### src/rtl/adc_cap_pkg.sv
package adc_cap_pkg;

  typedef enum logic [2:0] {
    ST_IDLE  = 3'd0,
    ST_FRAME = 3'd1,
    ST_NAP   = 3'd2,
    ST_SLEEP = 3'd3,
    ST_WAKE  = 3'd4
  } capState_t;

  // strobes from control to datapath
  typedef struct packed {
    logic clearShift;
    logic shiftEn;
    logic emit;
  } dpStrobe_t;

endpackage

### src/rtl/adc_cap_ctrl.sv
module adc_cap_ctrl
  import adc_cap_pkg::*;
#(
  parameter int CLK_DIV      = 2,
  parameter int FRAME_SCKS   = 18,
  parameter int SKIP_SCKS    = 2,
  parameter int DATA_BITS    = 14,
  parameter int NARROW_DROP  = 2,
  parameter int NAP_PULSES   = 2,
  parameter int SLEEP_PULSES = 4,
  parameter int WAKE_PULSES  = 1,
  parameter int RATE_CYCLES  = 100
) (
  input  logic      clk,
  input  logic      rst_n,
  input  logic      startReq,
  input  logic      autoEn,
  input  logic      napReq,
  input  logic      sleepReq,
  input  logic      wakeReq,
  input  logic      narrowMode,
  output logic      conv,
  output logic      sck,
  output logic      busy,
  output dpStrobe_t strb
);

  localparam int FRAME_HALVES = 2 + 2 * FRAME_SCKS;
  localparam int PWR_MAX      = (SLEEP_PULSES > NAP_PULSES) ? SLEEP_PULSES : NAP_PULSES;
  localparam int CMD_MAX      = (PWR_MAX > WAKE_PULSES) ? PWR_MAX : WAKE_PULSES;
  localparam int MAX_HALVES   = (FRAME_HALVES > 2 * CMD_MAX) ? FRAME_HALVES : 2 * CMD_MAX;
  localparam int HW           = $clog2(MAX_HALVES + 1);
  localparam int RW           = (RATE_CYCLES > 1) ? $clog2(RATE_CYCLES) : 1;

  localparam logic [HW-1:0] FRAME_LAST = HW'(FRAME_HALVES - 1);
  localparam logic [HW-1:0] NAP_LAST   = HW'(2 * NAP_PULSES - 1);
  localparam logic [HW-1:0] SLEEP_LAST = HW'(2 * SLEEP_PULSES - 1);
  localparam logic [HW-1:0] WAKE_LAST  = HW'(2 * WAKE_PULSES - 1);
  localparam logic [HW-1:0] FIRST_SCK  = HW'(2);
  localparam logic [HW-1:0] CAP_LO     = HW'(SKIP_SCKS);
  localparam logic [HW-1:0] CAP_HI_W   = HW'(SKIP_SCKS + DATA_BITS - 1);
  localparam logic [HW-1:0] CAP_HI_N   = HW'(SKIP_SCKS + DATA_BITS - NARROW_DROP - 1);
  localparam logic [RW-1:0] RATE_LAST  = RW'(RATE_CYCLES - 1);

  capState_t     state;
  logic [HW-1:0] halfIdx;
  logic [HW-1:0] lastHalf;
  logic [HW-1:0] sckIdx;
  logic [HW-1:0] capHi;
  logic [RW-1:0] rateCnt;
  logic          tick;
  logic          stale;
  logic          rateHit;
  logic          goFrame;
  logic          endCmd;

  // half-period timer: one tick per CLK_DIV clocks while active
  generate
    if (CLK_DIV == 1) begin : g_div_bypass
      assign tick = 1'b1;
    end else begin : g_div_count
      localparam int DW = $clog2(CLK_DIV);
      localparam logic [DW-1:0] DIV_LAST = DW'(CLK_DIV - 1);
      logic [DW-1:0] divCnt;
      always_ff @(posedge clk) begin
        if (!rst_n || state == ST_IDLE) divCnt <= '0;
        else if (divCnt == DIV_LAST)    divCnt <= '0;
        else                            divCnt <= divCnt + 1'b1;
      end
      assign tick = (divCnt == DIV_LAST);
    end
  endgenerate

  // periodic trigger
  always_ff @(posedge clk) begin
    if (!rst_n || !autoEn)      rateCnt <= '0;
    else if (rateCnt == RATE_LAST) rateCnt <= '0;
    else                        rateCnt <= rateCnt + 1'b1;
  end
  assign rateHit = autoEn && (rateCnt == RATE_LAST);

  always_comb begin
    case (state)
      ST_FRAME: lastHalf = FRAME_LAST;
      ST_NAP:   lastHalf = NAP_LAST;
      ST_SLEEP: lastHalf = SLEEP_LAST;
      ST_WAKE:  lastHalf = WAKE_LAST;
      default:  lastHalf = '0;
    endcase
  end

  assign endCmd  = (state != ST_IDLE) && tick && (halfIdx == lastHalf);
  assign goFrame = (state == ST_IDLE) && !wakeReq && !sleepReq && !napReq
                   && (startReq || rateHit);

  // pin levels decoded from the registered half-period position
  assign sckIdx = (halfIdx - FIRST_SCK) >> 1;
  assign capHi  = narrowMode ? CAP_HI_N : CAP_HI_W;
  assign conv   = ((state == ST_FRAME) && (halfIdx == '0))
               || (((state == ST_NAP) || (state == ST_SLEEP)) && !halfIdx[0]);
  assign sck    = ((state == ST_FRAME) && (halfIdx >= FIRST_SCK) && !halfIdx[0])
               || ((state == ST_WAKE) && !halfIdx[0]);
  assign busy   = (state != ST_IDLE);

  assign strb.clearShift = goFrame;
  assign strb.shiftEn    = (state == ST_FRAME) && tick && (halfIdx >= FIRST_SCK)
                           && !halfIdx[0] && (sckIdx >= CAP_LO) && (sckIdx <= capHi);
  assign strb.emit       = (state == ST_FRAME) && endCmd && !stale;

  always_ff @(posedge clk) begin
    if (!rst_n) begin
      state   <= ST_IDLE;
      halfIdx <= '0;
      stale   <= 1'b1;
    end else if (state == ST_IDLE) begin
      halfIdx <= '0;
      if (wakeReq) begin
        state <= ST_WAKE;
        stale <= 1'b1;
      end else if (sleepReq) begin
        state <= ST_SLEEP;
      end else if (napReq) begin
        state <= ST_NAP;
      end else if (goFrame) begin
        state <= ST_FRAME;
      end
    end else if (endCmd) begin
      if (state == ST_FRAME) stale <= 1'b0;
      state   <= ST_IDLE;
      halfIdx <= '0;
    end else if (tick) begin
      halfIdx <= halfIdx + 1'b1;
    end
  end

  p_idle_quiet_r1: assert property (@(posedge clk) disable iff (!rst_n)
    !busy |-> (!conv && !sck));
  p_pins_apart_r2: assert property (@(posedge clk) disable iff (!rst_n)
    !(conv && sck));
  p_shift_on_fall_r3: assert property (@(posedge clk) disable iff (!rst_n)
    strb.shiftEn |-> sck);
  p_busy_hold_r7: assert property (@(posedge clk) disable iff (!rst_n)
    (busy && !endCmd) |=> busy);
  p_nap_sck_low_r8: assert property (@(posedge clk) disable iff (!rst_n)
    (state == ST_NAP) |-> !sck);
  p_sleep_sck_low_r9: assert property (@(posedge clk) disable iff (!rst_n)
    (state == ST_SLEEP) |-> !sck);
  p_wake_conv_low_r10: assert property (@(posedge clk) disable iff (!rst_n)
    (state == ST_WAKE) |-> !conv);

endmodule

### src/rtl/adc_cap_dp.sv
module adc_cap_dp
  import adc_cap_pkg::*;
#(
  parameter int DATA_BITS = 14
) (
  input  logic                 clk,
  input  logic                 rst_n,
  input  dpStrobe_t            strb,
  input  logic                 sdi,
  output logic                 prevValid,
  output logic [DATA_BITS-1:0] prevWord
);

  logic [DATA_BITS-1:0] shiftReg;

  always_ff @(posedge clk) begin
    if (!rst_n || strb.clearShift) shiftReg <= '0;
    else if (strb.shiftEn)         shiftReg <= {shiftReg[DATA_BITS-2:0], sdi};
  end

  always_ff @(posedge clk) begin
    if (!rst_n) begin
      prevValid <= 1'b0;
      prevWord  <= '0;
    end else begin
      prevValid <= strb.emit;
      if (strb.emit) prevWord <= shiftReg;
    end
  end

  p_valid_single_r5: assert property (@(posedge clk) disable iff (!rst_n)
    prevValid |=> !prevValid);

endmodule

### src/rtl/adc_cap_host.sv
module adc_cap_host
  import adc_cap_pkg::*;
#(
  parameter int CLK_DIV      = 2,
  parameter int FRAME_SCKS   = 18,
  parameter int SKIP_SCKS    = 2,
  parameter int DATA_BITS    = 14,
  parameter int NARROW_DROP  = 2,
  parameter int NAP_PULSES   = 2,
  parameter int SLEEP_PULSES = 4,
  parameter int WAKE_PULSES  = 1,
  parameter int RATE_CYCLES  = 100
) (
  input  logic                 clk,
  input  logic                 rst_n,
  input  logic                 startReq,
  input  logic                 autoEn,
  input  logic                 napReq,
  input  logic                 sleepReq,
  input  logic                 wakeReq,
  input  logic                 narrowMode,
  input  logic                 sdi,
  output logic                 conv,
  output logic                 sck,
  output logic                 busy,
  output logic                 prevValid,
  output logic [DATA_BITS-1:0] prevWord
);

  dpStrobe_t strb;

  adc_cap_ctrl #(
    .CLK_DIV(CLK_DIV), .FRAME_SCKS(FRAME_SCKS), .SKIP_SCKS(SKIP_SCKS),
    .DATA_BITS(DATA_BITS), .NARROW_DROP(NARROW_DROP), .NAP_PULSES(NAP_PULSES),
    .SLEEP_PULSES(SLEEP_PULSES), .WAKE_PULSES(WAKE_PULSES), .RATE_CYCLES(RATE_CYCLES)
  ) u_ctrl (
    .clk(clk), .rst_n(rst_n), .startReq(startReq), .autoEn(autoEn),
    .napReq(napReq), .sleepReq(sleepReq), .wakeReq(wakeReq),
    .narrowMode(narrowMode), .conv(conv), .sck(sck), .busy(busy), .strb(strb)
  );

  adc_cap_dp #(.DATA_BITS(DATA_BITS)) u_dp (
    .clk(clk), .rst_n(rst_n), .strb(strb), .sdi(sdi),
    .prevValid(prevValid), .prevWord(prevWord)
  );

  p_valid_idle_r5: assert property (@(posedge clk) disable iff (!rst_n)
    prevValid |-> !busy);

endmodule

### config.mk
export PLATFORM = sky130hd
export DESIGN_NAME = adc_cap_host
export DESIGN_NICKNAME = d
export VERILOG_FILES = /design/src/rtl/adc_cap_pkg.sv /design/src/rtl/adc_cap_ctrl.sv /design/src/rtl/adc_cap_dp.sv /design/src/rtl/adc_cap_host.sv
export SDC_FILE = /design/constraint.sdc
export NUM_CORES = 1
export LEC_CHECK = 0
export CAP_MARGIN = 25
export CORE_MARGIN = 2
export CORE_UTILIZATION = 40
export CTS_CLUSTER_DIAMETER = 30
export CTS_CLUSTER_SIZE = 12
export DETAILED_ROUTE_END_ITERATION = 7
export GPL_ROUTABILITY_DRIVEN = 0
export SETUP_SLACK_MARGIN = 0.02
export SYNTH_ARGS = -nofsm -noshare
export SYNTH_HDL_FRONTEND = slang
export SYNTH_SLANG_ARGS = --single-unit
### constraint.sdc
create_clock -name clk -period 3.2 [get_ports clk]
set_clock_uncertainty 0.1 [all_clocks]
set_input_delay 0.32 -clock clk [delete_from_list [all_inputs] [get_ports clk]]
set_output_delay 0.32 -clock clk [all_outputs]
set_load 0.02 [all_outputs]
# [After elaboration in Yosys (flattened, before gate mapping)]
# Cells that the tools add are included.
[totals] word_cells=79 ff_bits=47 input_bits=9 out_inout_bits=18
[classes] n_mux=12 n_eq_ne=8 n_bitwise=1 n_reduce_logical=43 n_lt_le_gt_ge=3 add_sub_neg=4
[ops] op="case mux 6 bit (4 select lines)" count=1
[ops] op="logical AND 1 bit" count=19
[ops] op="two-way mux 3 bit" count=6
[ops] op="adder 7 x 1 -> 7 bit, second input constant" count=1
[ops] op="equality test 7 bit, second input constant" count=1
[ops] op="logical NOT 1 bit" count=7
[ops] op="logical OR 1 bit" count=7
[ops] op="adder 6 x 1 -> 6 bit, second input constant" count=1
[ops] op="equality test 3 x 2 -> 1 bit, second input constant" count=2
[ops] op="equality test 6 bit" count=1
[ops] op="greater-or-equal comparator 6 x 2 -> 1 bit, second input constant" count=1
[ops] op="less-or-equal comparator 5 x 6 -> 1 bit" count=1
[ops] op="logical NOT 6 bit" count=1
[ops] op="subtractor 6 x 2 -> 6 bit, second input constant" count=1
[ops] op="greater-or-equal comparator 5 x 2 -> 1 bit, second input constant" count=1
[ops] op="inequality test 5 x 4 -> 1 bit, second input constant" count=1
[ops] op="two-way mux 1 bit" count=4
[ops] op="nonzero test 2 bit" count=2
[ops] op="OR reduction 2 bit" count=2
[ops] op="equality test 3 x 1 -> 1 bit, second input constant" count=1
[ops] op="equality test 3 bit, second input constant" count=1
[ops] op="logical NOT 3 bit" count=1
[ops] op="AND reduction 3 bit" count=1
[ops] op="nonzero test 3 bit" count=1
[ops] op="other kinds (6)" count=6

# [Longest topological paths before layout]
[logic_depth] word_depth=10 depth_mapped=9

# [By module]
# A second synthesis with hierarchy kept.
[hier_totals] hier_cells=219 hier_area_um2=2122.0
[by_module_without_submodules] mod="adc_cap_dp" n_inst=1 area_per_inst_um2=1079.8 cells_each=93
[by_module_without_submodules] mod="adc_cap_ctrl" n_inst=1 area_per_inst_um2=1042.2 cells_each=126

# [Least setup slack after synthesis]
# Ideal clock, no wire load.
[synth_path] path_type="reg2reg" from="reg u_ctrl.halfIdx[1]" to="reg u_dp.shiftReg[10]" stages_incl_launch_ff=10 period_less_slack_ns=2.098 arrival_ns=1.878 path_buffers=2 path_slack_ns=1.102 cell_sequence="dfxtp_1 > buf_6 > inv_1 > ha_1 > or3b_1 > a31oi_1 > nand3_1 > nor3b_4 > buf_6 > mux2i_1"
[synth_between] elab_chain_cells=5 elab_cells_between_ends=8
[synth_rtl] item="from (decl)" line="adc_cap_ctrl.sv:46" source="logic [HW-1:0] halfIdx;"
[synth_rtl] item="from (signal assigned)" line="adc_cap_ctrl.sv:132" source="halfIdx <= halfIdx + 1'b1;"
[synth_rtl] item="branches (longest 4 deep; another with subtractor 6 x 2 -> 6 bit)"
[synth_rtl] item="logical AND 1 bit (*)" line="adc_cap_ctrl.sv:107" source="&& !halfIdx[0] && (sckIdx >= CAP_LO) && (sckIdx <= capHi);"
[synth_rtl] item="to (signal assigned)" line="adc_cap_dp.sv:18" source="else if (strb.shiftEn) shiftReg <= {shiftReg[DATA_BITS-2:0], sdi};"
[synth_rtl] item="to (decl)" line="adc_cap_dp.sv:14" source="logic [DATA_BITS-1:0] shiftReg;"
# Mark *: on every way between the ends.
# A chain may end at the register's enable or synchronous reset.

# [Worst setup path after layout]
[layout_path] from="reg u_ctrl.halfIdx[1]" to="out sck"
[layout_between] elab_chain_cells=4
[layout_rtl] item="greater-or-equal comparator 6 x 2 -> 1 bit" line="adc_cap_ctrl.sv:101" source="assign sck = ((state == ST_FRAME) && (halfIdx >= FIRST_SCK) && !halfIdx[0])"
[layout_rtl] item="logical AND 1 bit (2 in a row)" line="adc_cap_ctrl.sv:101"
[layout_rtl] item="logical OR 1 bit" line="adc_cap_ctrl.sv:102" source="|| ((state == ST_WAKE) && !halfIdx[0]);"
[layout_rtl] item="to (decl)" line="adc_cap_host.sv:24" source="output logic sck,"
# Every way passes these cells.

==> flow_summary.yaml <==
timing:
  slew_viol_final: 0
  final.period_utilization_pct: 84.8
  final-hold-violation-count: 0
  setup_slack_ns: 0.487
  worst_slew_pin_slew_ns: 0.918
  rsz0062_at_grt: "false"
  maxSlewHeadroom_pct: 38.7
  period_needed_ns: 2.71
  clock.fmax_mhz: 369
  fin_tns_setup_ns: 0
  setup_viol: 0
layout:
  drive_above_1_share_pct: 9.29
  multiInputGateArea_sq_mm: 0.00118
  fill_cells: 560
  nets: 283
  syn2layout_area_growth_pct: 15.1
  diodes: 0
  seq_area_sq_um: 941
die:
  dieWidth_um: 79.7
  dieHeight_um: 79.7
  io_pins: 27
  start_util_pct: 41.6
  dieArea_sq_mm: 0.00635
  rows: 27
  core-area_sq_mm: 0.00551
global_route:
  grt_antenna_before_repair: 0
  grt_pass1_wl_mm: 8.36
  grt_max_degree: 19
  grt_pass1_vias: 1769
  track_usage_pct: 16.9
  gr-total-overflow: 0
logic_synthesis:
  synthCells: 248
  synth.area.top_cells: "dfxtp_1 (41%), mux2i_1 (6.6%), nand4_1 (4.4%)"
  synth_seq_cells: 47
  yosys.area.top_type_share_pct: 41.0
  synth_top_family_by_area: "simple AND/OR/NAND/NOR gates"
  yosysUniqueCellTypes: 48
  async_flop_share_pct: 0
  synth_edf_count: 0
  ys_seq_area_share_pct: 41.0
  synth_ff_type: "dfxtp_1"
  synth_fa_ha_area_share_pct: 3.28
  syn_area_sq_mm: 0.00229
  synth_compound_area_share_pct: 12.8
  synth_xor_xnor_area_share_pct: 5.35
  synth_top_area_cell: "dfxtp_1"
  syn_nets: 263
  synthSimpleGateAreaFrac_pct: 23.7
  syn_area_per_cell_sq_um: 9.24
  yosys_warnings: 0
  muxShareOfSynthArea_pct: 6.55
power_and_ir_drop:
  pwr-share-seq_pct: 53.0
  clock_power_share_pct: 31.0
  power.internal_w: 0.000835
  vdd_drop_max_mv: 0.191
  p_sw_w: 0.000352
  leakagePower_nw: 0.864
  pwr-share-comb_pct: 16.0
  p_total_w: 0.00119
  powerDensity_mw_per_mm2: 450
  swShare_pct: 29.7
setup_path:
  reg2reg_depth: 7
  crit_type: "register to output pin"
  crit_path_max_incr_delay_ns: 0.63
  cp.depth: 6
  crit_fanout: 11
  path_buf_inv: 1
  start_kind: "register"
  critPathSlowestCell: "clkdlybuf4s50_1"
  crit_required_ns: 2.78
  cp_top_family: "buffers and inverters"
  arrival_ns: 2.29
  end_kind: "output pin"
  cp_cell_sequence: "ha_1 -> nor2_1 -> a211oi_2 -> a21oi_1 -> nor3_1 -> clkdlybuf4s50_1"
clock_tree:
  clock_sinks: 47
  cts_resized: 0
  cts_buffer_depth: 2
  post_cts_buffers: 0
  h-tree-depth: 2
  cts_buffers: 5
  hold_buffers: 0
  cts_tree: "built"
  clkTransAtPathRegs_ns: 0.09
  root_buffer: "clkbuf_8"
  clk_latency_ns: 0.30
worst_hold_path:
  hold_class: "register to register"
  hold_depth: 1
route:
  drtPass1Iterations: 4
  wire_per_inst_um: 14.4
  ant_nets: 0
  vias: 1816
  drc: 0
  drt_iter0_drc: 103
  routed_via_density: 5.33
  totalWireLength_mm: 4.91
placed_design:
  io_buffers: 26
  place_ws_ns: 0.522
  hpwl_mm: 3.38
run_status:
  status: "finished clean"
run:
  maxCapViolCount: 0
## layout by cell type (no fill, tap or decap), drive strengths merged, types with 5 or more instances in the layout
cell	n
nor2	19
nand4	16
a21oi	17
inv	9
xor2	6
buf	5
mux2i	15
nand3	7
nand2	23
clkdlybuf4s50	26
o21ai	16
ha	6
clkbuf	5
dfxtp	47
xnor2	8
nor3	9
## Yosys cell counts (7+ instances only)
cell and n:
a21oi_1 17, inv_1 7, xnor2_1 8, buf_6 7, buf_2 7, mux2i_1 15
nand2_1 22, nand4_1 16, nor3_1 7, dfxtp_1 47, nand3_1 7, o21ai_1 9
nor2_1 19
## metal layers
metal	up-vias	wire length, um	GRT usage [%]	share of wire [%]
met2	26	2320	27.3	47
met3	8	156	3.17	3.2
met5	-	0	0	0
met1	854	2380	21.9	48
li1	928	-	-	-
met4	0	54	7.24	1.1
## power by group through the flow
stage,combinational [W],clock (W),sequential (W)
floorplan,0.000158,0,0.000618
global placement,0.000188,0,0.000643
detailed placement,0.000190,0,0.000643
CTS,0.000190,0.000382,0.000629
global route,0.000203,0.000407,0.000634
finish,0.000190,0.000368,0.000629
## state kept, by name (all words and copies together), names as in the netlist
register,flops
u_ctrl.stale,1
u_ctrl.g_div_count.divCnt,1
u_ctrl.state,3
u_ctrl.rateCnt,7
u_dp.prevValid,1
u_dp.shiftReg,14
u_ctrl.halfIdx,6
u_dp.prevWord,14
## path summary, 6_finish.rpt
kind	from	end	slack (ns)
min	u_ctrl.rateCnt[0]$_SDFF_PP0_	u_ctrl.rateCnt[0]$_SDFF_PP0_	0.35
min reg2reg	u_ctrl.rateCnt[0]$_SDFF_PP0_	u_ctrl.rateCnt[0]$_SDFF_PP0_	0.35
max reg2reg	u_ctrl.halfIdx[1]$_SDFFE_PP0P_	u_dp.shiftReg[13]$_SDFFE_PP0P_	0.51
max	u_ctrl.halfIdx[1]$_SDFFE_PP0P_	sck	0.49
## cell type report
type / instances / area share, %
Clock buffer: 5 / 2.61
Multi-Input combinational cell: 174 / 44.9
Tap cell: 72 / 3.41
Inverter: 9 / 1.28
Sequential cell: 47 / 35.7
Timing Repair Buffer: 31 / 11.3
Clock inverter: 3 / 0.853
## metrics by stage
stage | std cells | cell area (sq um) | utilization [%] | hold WS [ns]
floorplan | 248 | 2290 | - | 0.296
global placement | 333 | 2550 | 46.3 | 0.329
detailed placement | 333 | 2550 | 46.3 | 0.335
CTS | 341 | 2640 | 47.9 | 0.353
global route | 341 | 2640 | 47.9 | 0.399
finish | 341 | 2640 | 47.9 | 0.349
## cells by family (layout without fill, tap and decap cells)
group	after synthesis	in the layout
AND/OR/NAND/NOR	94	94
flip-flops	47	47
AO/OA/AOI/OAI	45	45
buffers and inverters	27	48
multiplexers	15	15
XOR/XNOR	14	14
adder cells (fa/ha/maj)	6	6
Power figures use the tool's default switching activity.
